===== src/rtl/calseq_pkg.sv =====
package calseq_pkg;
   localparam int ST_W = 2;

   typedef enum logic [ST_W-1:0] {
      ST_IDLE       = 2'd0,
      ST_CAL_RUN    = 2'd1,
      ST_WAIT_CLEAR = 2'd2,
      ST_NORMAL     = 2'd3
   } cal_state_e;

   function automatic logic state_busy(cal_state_e s);
      return (s == ST_IDLE) || (s == ST_CAL_RUN);
   endfunction
endpackage


===== src/rtl/calseq_reqbit.sv =====
module calseq_reqbit (
   input  logic clk,
   input  logic rst_n,
   input  logic wr_i,
   input  logic val_i,
   output logic lvl_next_o,
   output logic lvl_q_o
);
   logic req_q;

   assign lvl_next_o = wr_i ? val_i : req_q;
   assign lvl_q_o    = req_q;

   always_ff @(posedge clk or negedge rst_n) begin
      if (!rst_n) req_q <= 1'b0;
      else        req_q <= lvl_next_o;
   end

   assert_readback_R11: assert property (@(posedge clk) disable iff (!rst_n)
      wr_i |=> (req_q == $past(val_i)));
endmodule


===== src/rtl/calseq_fsm.sv =====
module calseq_fsm
   import calseq_pkg::*;
(
   input  logic       clk,
   input  logic       rst_n,
   input  logic       clk_ok_i,
   input  logic       req_lvl_i,
   input  logic       done_i,
   output cal_state_e state_q_o,
   output cal_state_e state_d_o,
   output logic       start_o
);
   cal_state_e st_q, st_d;
   logic       start_q;

   always_comb begin
      st_d = st_q;
      if (clk_ok_i) begin
         unique case (st_q)
            ST_IDLE:       st_d = ST_CAL_RUN;
            ST_CAL_RUN:    if (done_i) st_d = req_lvl_i ? ST_WAIT_CLEAR : ST_NORMAL;
            ST_WAIT_CLEAR: if (!req_lvl_i) st_d = ST_NORMAL;
            ST_NORMAL:     if (req_lvl_i) st_d = ST_CAL_RUN;
            default:       st_d = ST_IDLE;
         endcase
      end
   end

   always_ff @(posedge clk or negedge rst_n) begin
      if (!rst_n) begin
         st_q    <= ST_IDLE;
         start_q <= 1'b0;
      end else begin
         st_q    <= st_d;
         start_q <= (st_d == ST_CAL_RUN) && (st_q != ST_CAL_RUN);
      end
   end

   assign state_q_o = st_q;
   assign state_d_o = st_d;
   assign start_o   = start_q;

   assert_freeze_R9: assert property (@(posedge clk) disable iff (!rst_n)
      !clk_ok_i |=> (st_q == $past(st_q)) && !start_q);
   assert_idle_once_R2: assert property (@(posedge clk) disable iff (!rst_n)
      (st_q != ST_IDLE) |=> (st_q != ST_IDLE));
   assert_start_single_R4: assert property (@(posedge clk) disable iff (!rst_n)
      start_q |=> !start_q);
endmodule


===== src/rtl/calseq_status.sv =====
module calseq_status
   import calseq_pkg::*;
#(
   parameter bit FROM_NEXT = 1'b1
) (
   input  logic       clk,
   input  logic       rst_n,
   input  cal_state_e state_q_i,
   input  cal_state_e state_d_i,
   output logic       busy_o
);
   generate
      if (FROM_NEXT) begin : g_reg
         logic busy_q;
         always_ff @(posedge clk or negedge rst_n) begin
            if (!rst_n) busy_q <= 1'b1;
            else        busy_q <= state_busy(state_d_i);
         end
         assign busy_o = busy_q;
      end else begin : g_dec
         assign busy_o = state_busy(state_q_i);
      end
   endgenerate

   assert_busy_match_R5: assert property (@(posedge clk) disable iff (!rst_n)
      (state_q_i == ST_CAL_RUN) |-> busy_o);
endmodule


===== src/rtl/calseq_ctrl.sv =====
module calseq_ctrl
   import calseq_pkg::*;
#(
   parameter bit BUSY_FROM_NEXT = 1'b1,
   parameter int DBG_W          = 2
) (
   input  logic             clk,
   input  logic             rst_n,
   input  logic             clk_ok_i,
   input  logic             reg_wr_i,
   input  logic             reg_cal_i,
   output logic             cal_rd_o,
   output logic             busy_o,
   output logic             eng_start_o,
   input  logic             eng_done_i,
   output logic [DBG_W-1:0] state_dbg_o
);
   initial begin
      assert (DBG_W == ST_W) else $error("DBG_W must equal the state width");
   end

   logic       req_next, req_q;
   cal_state_e st_q, st_d;

   calseq_reqbit u_req (
      .clk(clk), .rst_n(rst_n), .wr_i(reg_wr_i), .val_i(reg_cal_i),
      .lvl_next_o(req_next), .lvl_q_o(req_q)
   );

   calseq_fsm u_fsm (
      .clk(clk), .rst_n(rst_n), .clk_ok_i(clk_ok_i), .req_lvl_i(req_next),
      .done_i(eng_done_i), .state_q_o(st_q), .state_d_o(st_d), .start_o(eng_start_o)
   );

   calseq_status #(.FROM_NEXT(BUSY_FROM_NEXT)) u_stat (
      .clk(clk), .rst_n(rst_n), .state_q_i(st_q), .state_d_i(st_d), .busy_o(busy_o)
   );

   assign cal_rd_o    = req_q;
   assign state_dbg_o = DBG_W'(st_q);

   assert_start_entry_R4: assert property (@(posedge clk) disable iff (!rst_n)
      eng_start_o |-> (st_q == ST_CAL_RUN) && ($past(st_q) != ST_CAL_RUN));
   assert_clear_no_start_R6: assert property (@(posedge clk) disable iff (!rst_n)
      (st_q == ST_WAIT_CLEAR) |-> !eng_start_o && !busy_o);
   assert_normal_start_R3: assert property (@(posedge clk) disable iff (!rst_n)
      (st_q == ST_NORMAL && clk_ok_i && reg_wr_i && reg_cal_i) |=> eng_start_o && busy_o);
   assert_stray_done_R10: assert property (@(posedge clk) disable iff (!rst_n)
      (st_q == ST_NORMAL && !req_next) |=> (st_q == ST_NORMAL) && !busy_o);
endmodule


===== config.mk =====
export PLATFORM = sky130hd
export DESIGN_NAME = calseq_ctrl
export DESIGN_NICKNAME = d
export VERILOG_FILES = /design/src/rtl/calseq_pkg.sv /design/src/rtl/calseq_reqbit.sv /design/src/rtl/calseq_fsm.sv /design/src/rtl/calseq_status.sv /design/src/rtl/calseq_ctrl.sv
export SDC_FILE = /design/constraint.sdc
export NUM_CORES = 1
export LEC_CHECK = 0
export ABC_AREA = 1
export BUFFER_PORTS_ARGS = -buffer_cell sky130_fd_sc_hd__buf_2
export CORE_AREA = 2 2 39 41
export DETAILED_ROUTE_END_ITERATION = 6
export DIE_AREA = 0 0 41 43
export GPL_TIMING_DRIVEN = 1
export SLEW_MARGIN = 20
export SYNTH_ARGS = -nofsm -noshare
export SYNTH_HDL_FRONTEND = slang
export SYNTH_HIERARCHICAL = 1
export SYNTH_SLANG_ARGS = --single-unit

===== constraint.sdc =====
create_clock -name clk -period 2.16 [get_ports clk]
set_clock_uncertainty 0.1 [all_clocks]
set_input_delay 0.216 -clock clk [delete_from_list [all_inputs] [get_ports clk]]
set_output_delay 0.216 -clock clk [all_outputs]
set_load 0.005 [all_outputs]

Yosys cells after proc, flatten, opt, wreduce, memory -nomap -nowiden
Cells that the tools add are included.

Eq/ne operators: 5. Muxes and demuxes: 7. Reductions and logical operators: 4.

Operator list (count): two-way mux 2 bit (4); case mux 2 bit (4 select lines) (1); == test 2 x 1 -> 1 bit (second input constant) (2); == test 2 bit (second input constant) (2); zero test 2 bit (2); two-way mux 1 bit (2); != test 2 x 1 -> 1 bit (second input constant) (1); logical AND 1 bit (1); logical OR 1 bit (1).

Bits in registers: 5. Input bits: 6. Output and inout port bits: 5. Word-level logic and storage cells: 20.

Depth between registers and ports, before layout
Gate-level depths: netlist of run 1.

Depth after elaboration: 7. Gate-level depth with buffers: 7. Mapped depth without buffers: 7.

By module
The synthesis of run 1 kept the hierarchy.

By module, submodules not included: calseq_fsm (instances 1, cells each 17, area an instance 137.6 µm², sequential area each 75.1 µm²); calseq_reqbit (instances 1, cells each 5, area an instance 40.0 µm², sequential area each 25.0 µm²); calseq_status (instances 1, cells each 2, area an instance 30.0 µm², sequential area each 26.3 µm²).

Worst setup path after synthesis of run 1
No wires, ideal clock.

Path kind: reg2reg. From: reg u_req.req_q (netlist: u_req/lvl_q_o). To: reg u_fsm.start_q (netlist: u_fsm/start_o). Library setup time: 0.127 ns. Arrival: 0.734 ns. Required time: 1.933 ns. Path slack: 1.199 ns. Stages on the path, launching flop included: 7. Path buffers: 0. Period minus slack after synthesis: 0.961 ns. Cells stage by stage: dfrtp_1 nand2_1 nand2_1 nand3_1 nand2_1 o21ai_0 a21oi_1.

Cells in the longest elaborated chain, start to end: 7. Elaborated cells on any way between the ends: 9. Those cells by class: eq/ne (1); mux (7); reduce/logical (1).

Ends and longest elaborated chain: start: declaration (RTL line calseq_reqbit.sv:9) `logic req_q;`; start signal: assignment (RTL line calseq_reqbit.sv:16) `else req_q <= lvl_next_o;`; two-way mux 1 bit (*) (RTL line calseq_reqbit.sv:11) `assign lvl_next_o = wr_i ? val_i : req_q;`; named net req_next (RTL line calseq_ctrl.sv:22) `logic req_next, req_q;`; two-way mux 1 bit (RTL line calseq_fsm.sv:21) `ST_CAL_RUN: if (done_i) st_d = req_lvl_i ? ST_WAIT_CLEAR : ST_NORMAL;`; two-way mux 2 bit (RTL line calseq_fsm.sv:21); case mux 2 bit (4 select lines) (*) (RTL line calseq_fsm.sv:19) `unique case (st_q)`; two-way mux 2 bit (*) (RTL line calseq_fsm.sv:18) `if (clk_ok_i) begin`; == test 2 x 1 -> 1 bit (*) (RTL line calseq_fsm.sv:35) `start_q <= (st_d == ST_CAL_RUN) && (st_q != ST_CAL_RUN);`; logical AND 1 bit (*) (RTL line calseq_fsm.sv:35); end signal: assignment (RTL line calseq_fsm.sv:35); end: declaration (RTL line calseq_fsm.sv:14) `logic start_q;`.

The timed path passes the listed nets; every way through them passes the cells marked *.

Worst setup path after layout of run 1
From: reg u_stat.g_reg.busy_q (netlist: u_stat/busy_o). To: out busy_o.

RTL lines: start: declaration (RTL line calseq_status.sv:14) `logic busy_q;`; start signal: assignment (RTL line calseq_status.sv:17) `else busy_q <= state_busy(state_d_i);`; end: declaration (RTL line calseq_ctrl.sv:13) `output logic busy_o,`.

No word-level cell between the ends.

==> out/qor.txt, run 1 <==
Highest-delay cell along the critical path = dfstp_2
Buf/Inv on CP = 1
GRT Total Usage = 0.05561
CTS tree = done
Category of the worst setup path capture point = output pin
Synthesis-to-layout area growth = 51.20%
Peak supply drop = 0.2760 mV
Via-per-instance ratio = 3.727
Vias = 205
Category of cells accounting for the largest share of critical-path delay = flip-flops
Source-to-sink clock delay at the later pin of the worst-skew pair = 0.24 ns
Synth area leaders = dfrtp_1 (48%), dfstp_2 (13%), nand2_1 (13%)
Count of antenna diodes in the layout = 0
Reg2reg start = u_req/lvl_q_o
Worst Tran Pin Value = 0.1736 ns
Number of resized instances in the post-cts repair step = 0
Share of the core filled with cells in the final layout = 0.2269
Area of the die = 0.001763 mm2
Initial standard-cell utilization of the core = 0.1501
First-pass GRT wire length = 600 um
Beginning of the worst hold path = reg_cal_i
Routability congestion estimate = 0.5778
Power density cells = 1165 mW/mm2
Width of the die = 41 um
Clock buffer depth = 2
Library cell used as clock root buffer = clkbuf_4
Average footprint of a synthesized cell = 8.654 um2
Start-to-end type of the worst setup path = reg2out
Final setup viols = 0
Max frequency = 863.1 MHz
Violation count after the first detailed-route iteration = 1
Post-synthesis instance area = 207.7 um2
# IOs = 11
Detailed-placement wirelength estimate = 356 um
1st-pass router iterations = 2
Number of register bits inferred by synthesis = 5
P_leak = 0.0001792 uW
Run status = complete, no violations
Yosys top cell by area = dfrtp_1
Cells along the critical path = buf_2
Layout fillers = 160
Reg2reg path depth = 6
Total number of cells along the worst setup path = 1
Minimum period implied by the final worst setup slack = 1.159 ns
Count of mapped cells out of synthesis = 24
Fin crit share = 0.5364
Sequential Area = 126.4 um2
Worst slew slack as a fraction of its limit = 0.8840
Final antenna-violating net count = 0
End point of the most critical hold path = u_req/lvl_q_o
Global-route congestion overflow total = 0
Area fraction of the dominant cell type after synthesis = 0.4819
Std cell rows = 14
Number of maximum-capacitance violations = 0
Core footprint = 0.001384 mm2
Path class of the lowest-slack min-delay path = in2reg
# port buffers = 10
Longest individual stage delay on the worst path = 0.51 ns
Height of the die = 43 um
Leading cell types in the layout, fill and taps excluded = buf_2 (10), nand2_1 (7), inv_1 (5), dfrtp_1 (4), clkbuf_4 (3)
Unrepaired setup endpoints after global routing = false
Remaining routing DRC violations = 0
Largest net degree at the start of global routing = 6
Post-place setup slack = 1.101 ns
Critical register-to-register path endpoint = u_fsm/start_o
Post-synth net total = 30
Hold Path Cell Cnt = 3
Cell Count Post-Placement = 50
Clock sink count = 5
Sequential fraction of the synthesis area = 0.6084
Post-Route Setup TNS = 0 ns
Least setup slack across all paths after layout = 1.001 ns
Distinct cell type count of the synthesized netlist = 9
Fraction of final layout cells with drive strength greater than 1 = 0.3590
Via count of the first global-routing pass = 171
Antenna violations before repair = 0
Number of buffers inserted during clock tree synthesis = 3
Post-CTS clock slew at the launch and capture registers of the worst setup and hold paths = 0.04 ns
Count of synthesis-stage warnings from yosys = 6
Final count of hold timing violations = 0
Most frequent standard cell in the layout excluding fill and tap cells = buf_2
Total area of multi-input combinational cells = 62.56 um2
Depth of the CTS H-tree = 1
Final std cells w/o fill = 55
Category of the worst setup path launch point = flip-flop
Max-slew violation total from the final report = 0
Worst path arrival time = 0.84 ns
Post-DR wirelength/cell = 8.491 um
Worst reg2reg setup slack = 1.12 ns
Data required time at the worst endpoint = 1.84 ns
Maximum fanout encountered on the critical timing path = 1
Final Net Count = 46
Detailed Route WL = 467 um
-- synthesized netlist by cell type (all sizes together) --
| cell | n |
|---|---|
| o21bai | 1 |
| o21ai | 1 |
| nor2 | 1 |
| inv | 5 |
| nand2 | 7 |
| nand3 | 2 |
| a21oi | 2 |
| dfstp | 1 |
| dfrtp | 4 |
-- worst max path at each step --
stage                  startpoint            end
floorplan           u_req/lvl_q_o  u_fsm/start_o
global placement         reg_wr_i  u_fsm/start_o
detailed placement       reg_wr_i  u_fsm/start_o
CTS                 u_stat/busy_o         busy_o
global route        u_stat/busy_o         busy_o
finish              u_stat/busy_o         busy_o
-- metal layers --
layer  track usage  wire [um]  vias up
li1              -          -      103
met1       0.04934        196       91
met2       0.07813        208       11
met3       0.06283         62        0
met4       0.02000          0        0
met5             0          0        -
-- report_power, final --
group	leakage, uW	internal, uW	switching [uW]	total (uW)
clock network	0.0000150	69.7	36.1	106
logic	0.000107	48.2	54.5	103
registers	0.0000572	134	22.9	157
-- worst min-delay path, delay by kind of cell --
kind,cells,cell delay (ns)
simple gates,2,0.14
buf+inv,1,0.08
-- timing repair --
item	CTS	global route
hold buffers	1	0
endpoints found under the hold margin	5	0
buffers inserted	0	0
setup endpoints to repair	0	0
-- logic make-up (layout without fill, tap and decap cells) --
group	after synthesis	count (layout)	synth area share
AOI/OAI and AO/OA	4	4	0.1084
buffers and inverters	5	20	0.09037
and+or+nand+nor	10	10	0.1928
DFF	5	5	0.6085
-- area by class of cell --
type | instances | share of cell area
well taps | 16 | 0.06375
inverters | 5 | 0.05976
clock buffers | 4 | 0.08367
flip-flops and latches | 5 | 0.4024
repair buffers | 11 | 0.1912
multi-input cells | 14 | 0.1992
-- sequential cells by signal, indices dropped and copies added, names as in the netlist --
| name | count |
|---|---|
| u_fsm/start_o | 1 |
| u_req/lvl_q_o | 1 |
| u_fsm/state_q_o | 2 |
| u_stat/busy_o | 1 |
-- through the flow --
step	hold slack, ns	cell area [um2]	total power (uW)
6_report	0.1420	314.1	365.8
5_1_grt	0.1690	314.1	399.3
4_1_cts	0.1353	314.1	376.1
3_5_place_dp	-0.06354	277.8	261.2
3_3_place_gp	-0.06615	277.8	259.0
2_1_floorplan	-0.1796	207.7	208.1
Power figures use the tool's default switching activity.
==> inputs of run 2 (changes only) <==
==> constraint.sdc (replaced) <==
create_clock -name clk -period 1.05 [get_ports clk]
set_clock_uncertainty 0.1 [all_clocks]
set_input_delay 0.105 -clock clk [delete_from_list [all_inputs] [get_ports clk]]
set_output_delay 0.105 -clock clk [all_outputs]
set_load 0.005 [all_outputs]
==> run 2 against run 1 <==
  * The flow now finishes with violations (setup timing)
  * Clock power rose by 100%
  * Sequential power increased by 110%
  * Worst setup slack worse by 1.0 ns
  * Critical path type unchanged
  * Highest routed layer unchanged
==> out/qor.txt, run 2 (same netlist as run 1, synthesis figures left out) <==
Run status = finished with violations
Violations in the final reports = setup timing
Power density cells = 2434 mW/mm2 (+110%)
Height of the die = 43 um (unchanged)
Source-to-sink clock delay at the later pin of the worst-skew pair = 0.24 ns (about the same)
Post-DR wirelength/cell = 8.964 um (+5.6%)
Area of the die = 0.001763 mm2 (unchanged)
GRT Total Usage = 0.06559 (+0.009979)
Critical register-to-register path endpoint = u_fsm/start_o
Synthesis-to-layout area growth = 71.08%
DP Area = 277.8 um2 (unchanged)
Core footprint = 0.001384 mm2 (unchanged)
Data required time at the worst endpoint = 0.84 ns (-1.00 ns)
Vias = 214 (+4.4%)
Setup crit end = state_dbg_o[0]
Length of routed wiring on met1 = 180 um (-8.2%)
Cell Count Post-Placement = 50 (unchanged)
Uppermost metal layer occupied by signal nets = met3
Worst slew slack as a fraction of its limit = 0.8841 (about the same)
Violation count after the first detailed-route iteration = 3 (+2)
Power after layout = 865.1 uW (+140%)
Clock buffer depth = 2 (unchanged)
Worst Tran Pin Value = 0.1739 ns (+0.0002397 ns)
Final setup viols = 1 (+1)
Via count of the first global-routing pass = 208 (+22%)
Post-route cell area = 355.3 um2 (+13%)
# IOs = 11 (unchanged)
1st-pass router iterations = 2 (unchanged)
Worst path arrival time = 0.89 ns (+0.05 ns)
Fraction of final layout cells with drive strength greater than 1 = 0.5250 (+0.1660)
Maximum fanout encountered on the critical timing path = 4 (+3)
Minimum period implied by the final worst setup slack = 1.090 ns
Category of the worst setup path capture point = output pin
Library cell used as clock root buffer = clkbuf_4
Detailed-placement wirelength estimate = 354 um (-0.56%)
Reg2reg path depth = 5 (-1)
Path class of the lowest-slack min-delay path = in2reg
Width of the die = 41 um (unchanged)
Final Net Count = 47 (+2.2%)
Number of maximum-capacitance violations = 0 (unchanged)
CTS tree = done
Remaining routing DRC violations = 0 (unchanged)
Clock sink count = 5 (unchanged)
Leading cell types in the layout, fill and taps excluded = buf_2 (8), nand2_1 (6), inv_1 (4), dfrtp_1 (4)
Global-route congestion overflow total = 0 (unchanged)
Start-to-end type of the worst setup path = reg2out
Detailed Route WL = 502 um (+7.5%)
Routability congestion estimate = 0.5855 (+1.3%)
Reg2reg start = u_fsm/state_q_o[0]
Met2 WL = 254 um (+22%)
Unrepaired setup endpoints after global routing = true
Final std cells w/o fill = 56 (+1.8%)
Count of antenna diodes in the layout = 0 (unchanged)
Fin crit share = 1.038
First-pass GRT wire length = 731 um (+22%)
DR WL met3 = 66 um (+6.5%)
Initial standard-cell utilization of the core = 0.1501 (unchanged)
Max-slew violation total from the final report = 0 (unchanged)
Depth of the CTS H-tree = 1 (unchanged)
Number of flip-flops under the largest register name = 2 (unchanged)
Via-per-instance ratio = 3.821 (+2.5%)
Least setup slack across all paths after layout = -0.04023 ns (-1.042 ns)
P_leak = 0.0001911 uW (+6.6%)
Most frequent standard cell in the layout excluding fill and tap cells = buf_2
Origin of the worst setup path = u_fsm/state_q_o[0]
Final antenna-violating net count = 0 (unchanged)
Number of buffers inserted during clock tree synthesis = 3 (unchanged)
Post-Route Setup TNS = -0.04023 ns (-0.04023 ns)
Final count of hold timing violations = 0 (unchanged)
Category of the worst setup path launch point = flip-flop
Std cell rows = 14 (unchanged)
Min Hold Slack = 0.0009781 ns (-0.1410 ns)
Peak supply drop = 0.7151 mV (+160%)
Post-CTS clock slew at the launch and capture registers of the worst setup and hold paths = 0.04 ns (about the same)
Largest net degree at the start of global routing = 6 (unchanged)
Antenna violations before repair = 0 (unchanged)
# port buffers = 10 (unchanged)
Worst reg2reg setup slack = 0.01 ns (-1.11 ns)
Max frequency = 917.2 MHz
run 2: cell type report:
cell class / count / area, um2
inverters: 5 / 18.77
clock buffers: 4 / 26.28
flip-flops and latches: 5 / 126.4
multi-input cells: 14 / 80.08
repair buffers: 12 / 83.83
fillers: 158 / 1028
well taps: 16 / 20.02
run 2: timing repair:
action	in CTS	in global routing
hold endpoints to repair	6	0
pin swaps	0	4
gates resized for setup	1	9
hold buffers	1	0
setup buffers	0	1
setup endpoints to repair	2	3
run 2: per-stage QoR:
step	util	worst slack, ns
after global routing	0.2568	-0.07321
after global placement	0.2007	0.03221
after detailed placement	0.2007	0.0003338
after CTS	0.2288	-0.01259
final	0.2568	-0.04023
after floorplan	-	0.08898
run 2: critical path: stages, from the launching register on:
cell and delay, ns:
dfrtp_1 0.41, buf_6 0.14, buf_6 0.10
run 2: layer usage:
| metal | track usage | vias to the layer above |
|---|---|---|
| li1 | - | 106 |
| met1 | 0.05556 | 97 |
| met4 | 0.02000 | 0 |
| met2 | 0.1031 | 11 |
| met3 | 0.06283 | 0 |
| met5 | 0 | - |
run 2: worst min path at each step:
stage                    from             to  depth (start not counted)
finish              reg_cal_i  u_req/lvl_q_o                          3
floorplan               rst_n  u_fsm/start_o                          0
global placement        rst_n  u_req/lvl_q_o                          1
global route        reg_cal_i  u_req/lvl_q_o                          3
detailed placement      rst_n  u_req/lvl_q_o                          1
CTS                 reg_cal_i  u_req/lvl_q_o                          3
run 2: power breakdown:
part           switching (uW)  leakage [uW]  internal (uW)  total, uW
combinational             147      0.000119            166        314
sequential               57.0     0.0000572            277        334
clock                    73.7     0.0000150            143        217
total                     278      0.000191            587        865
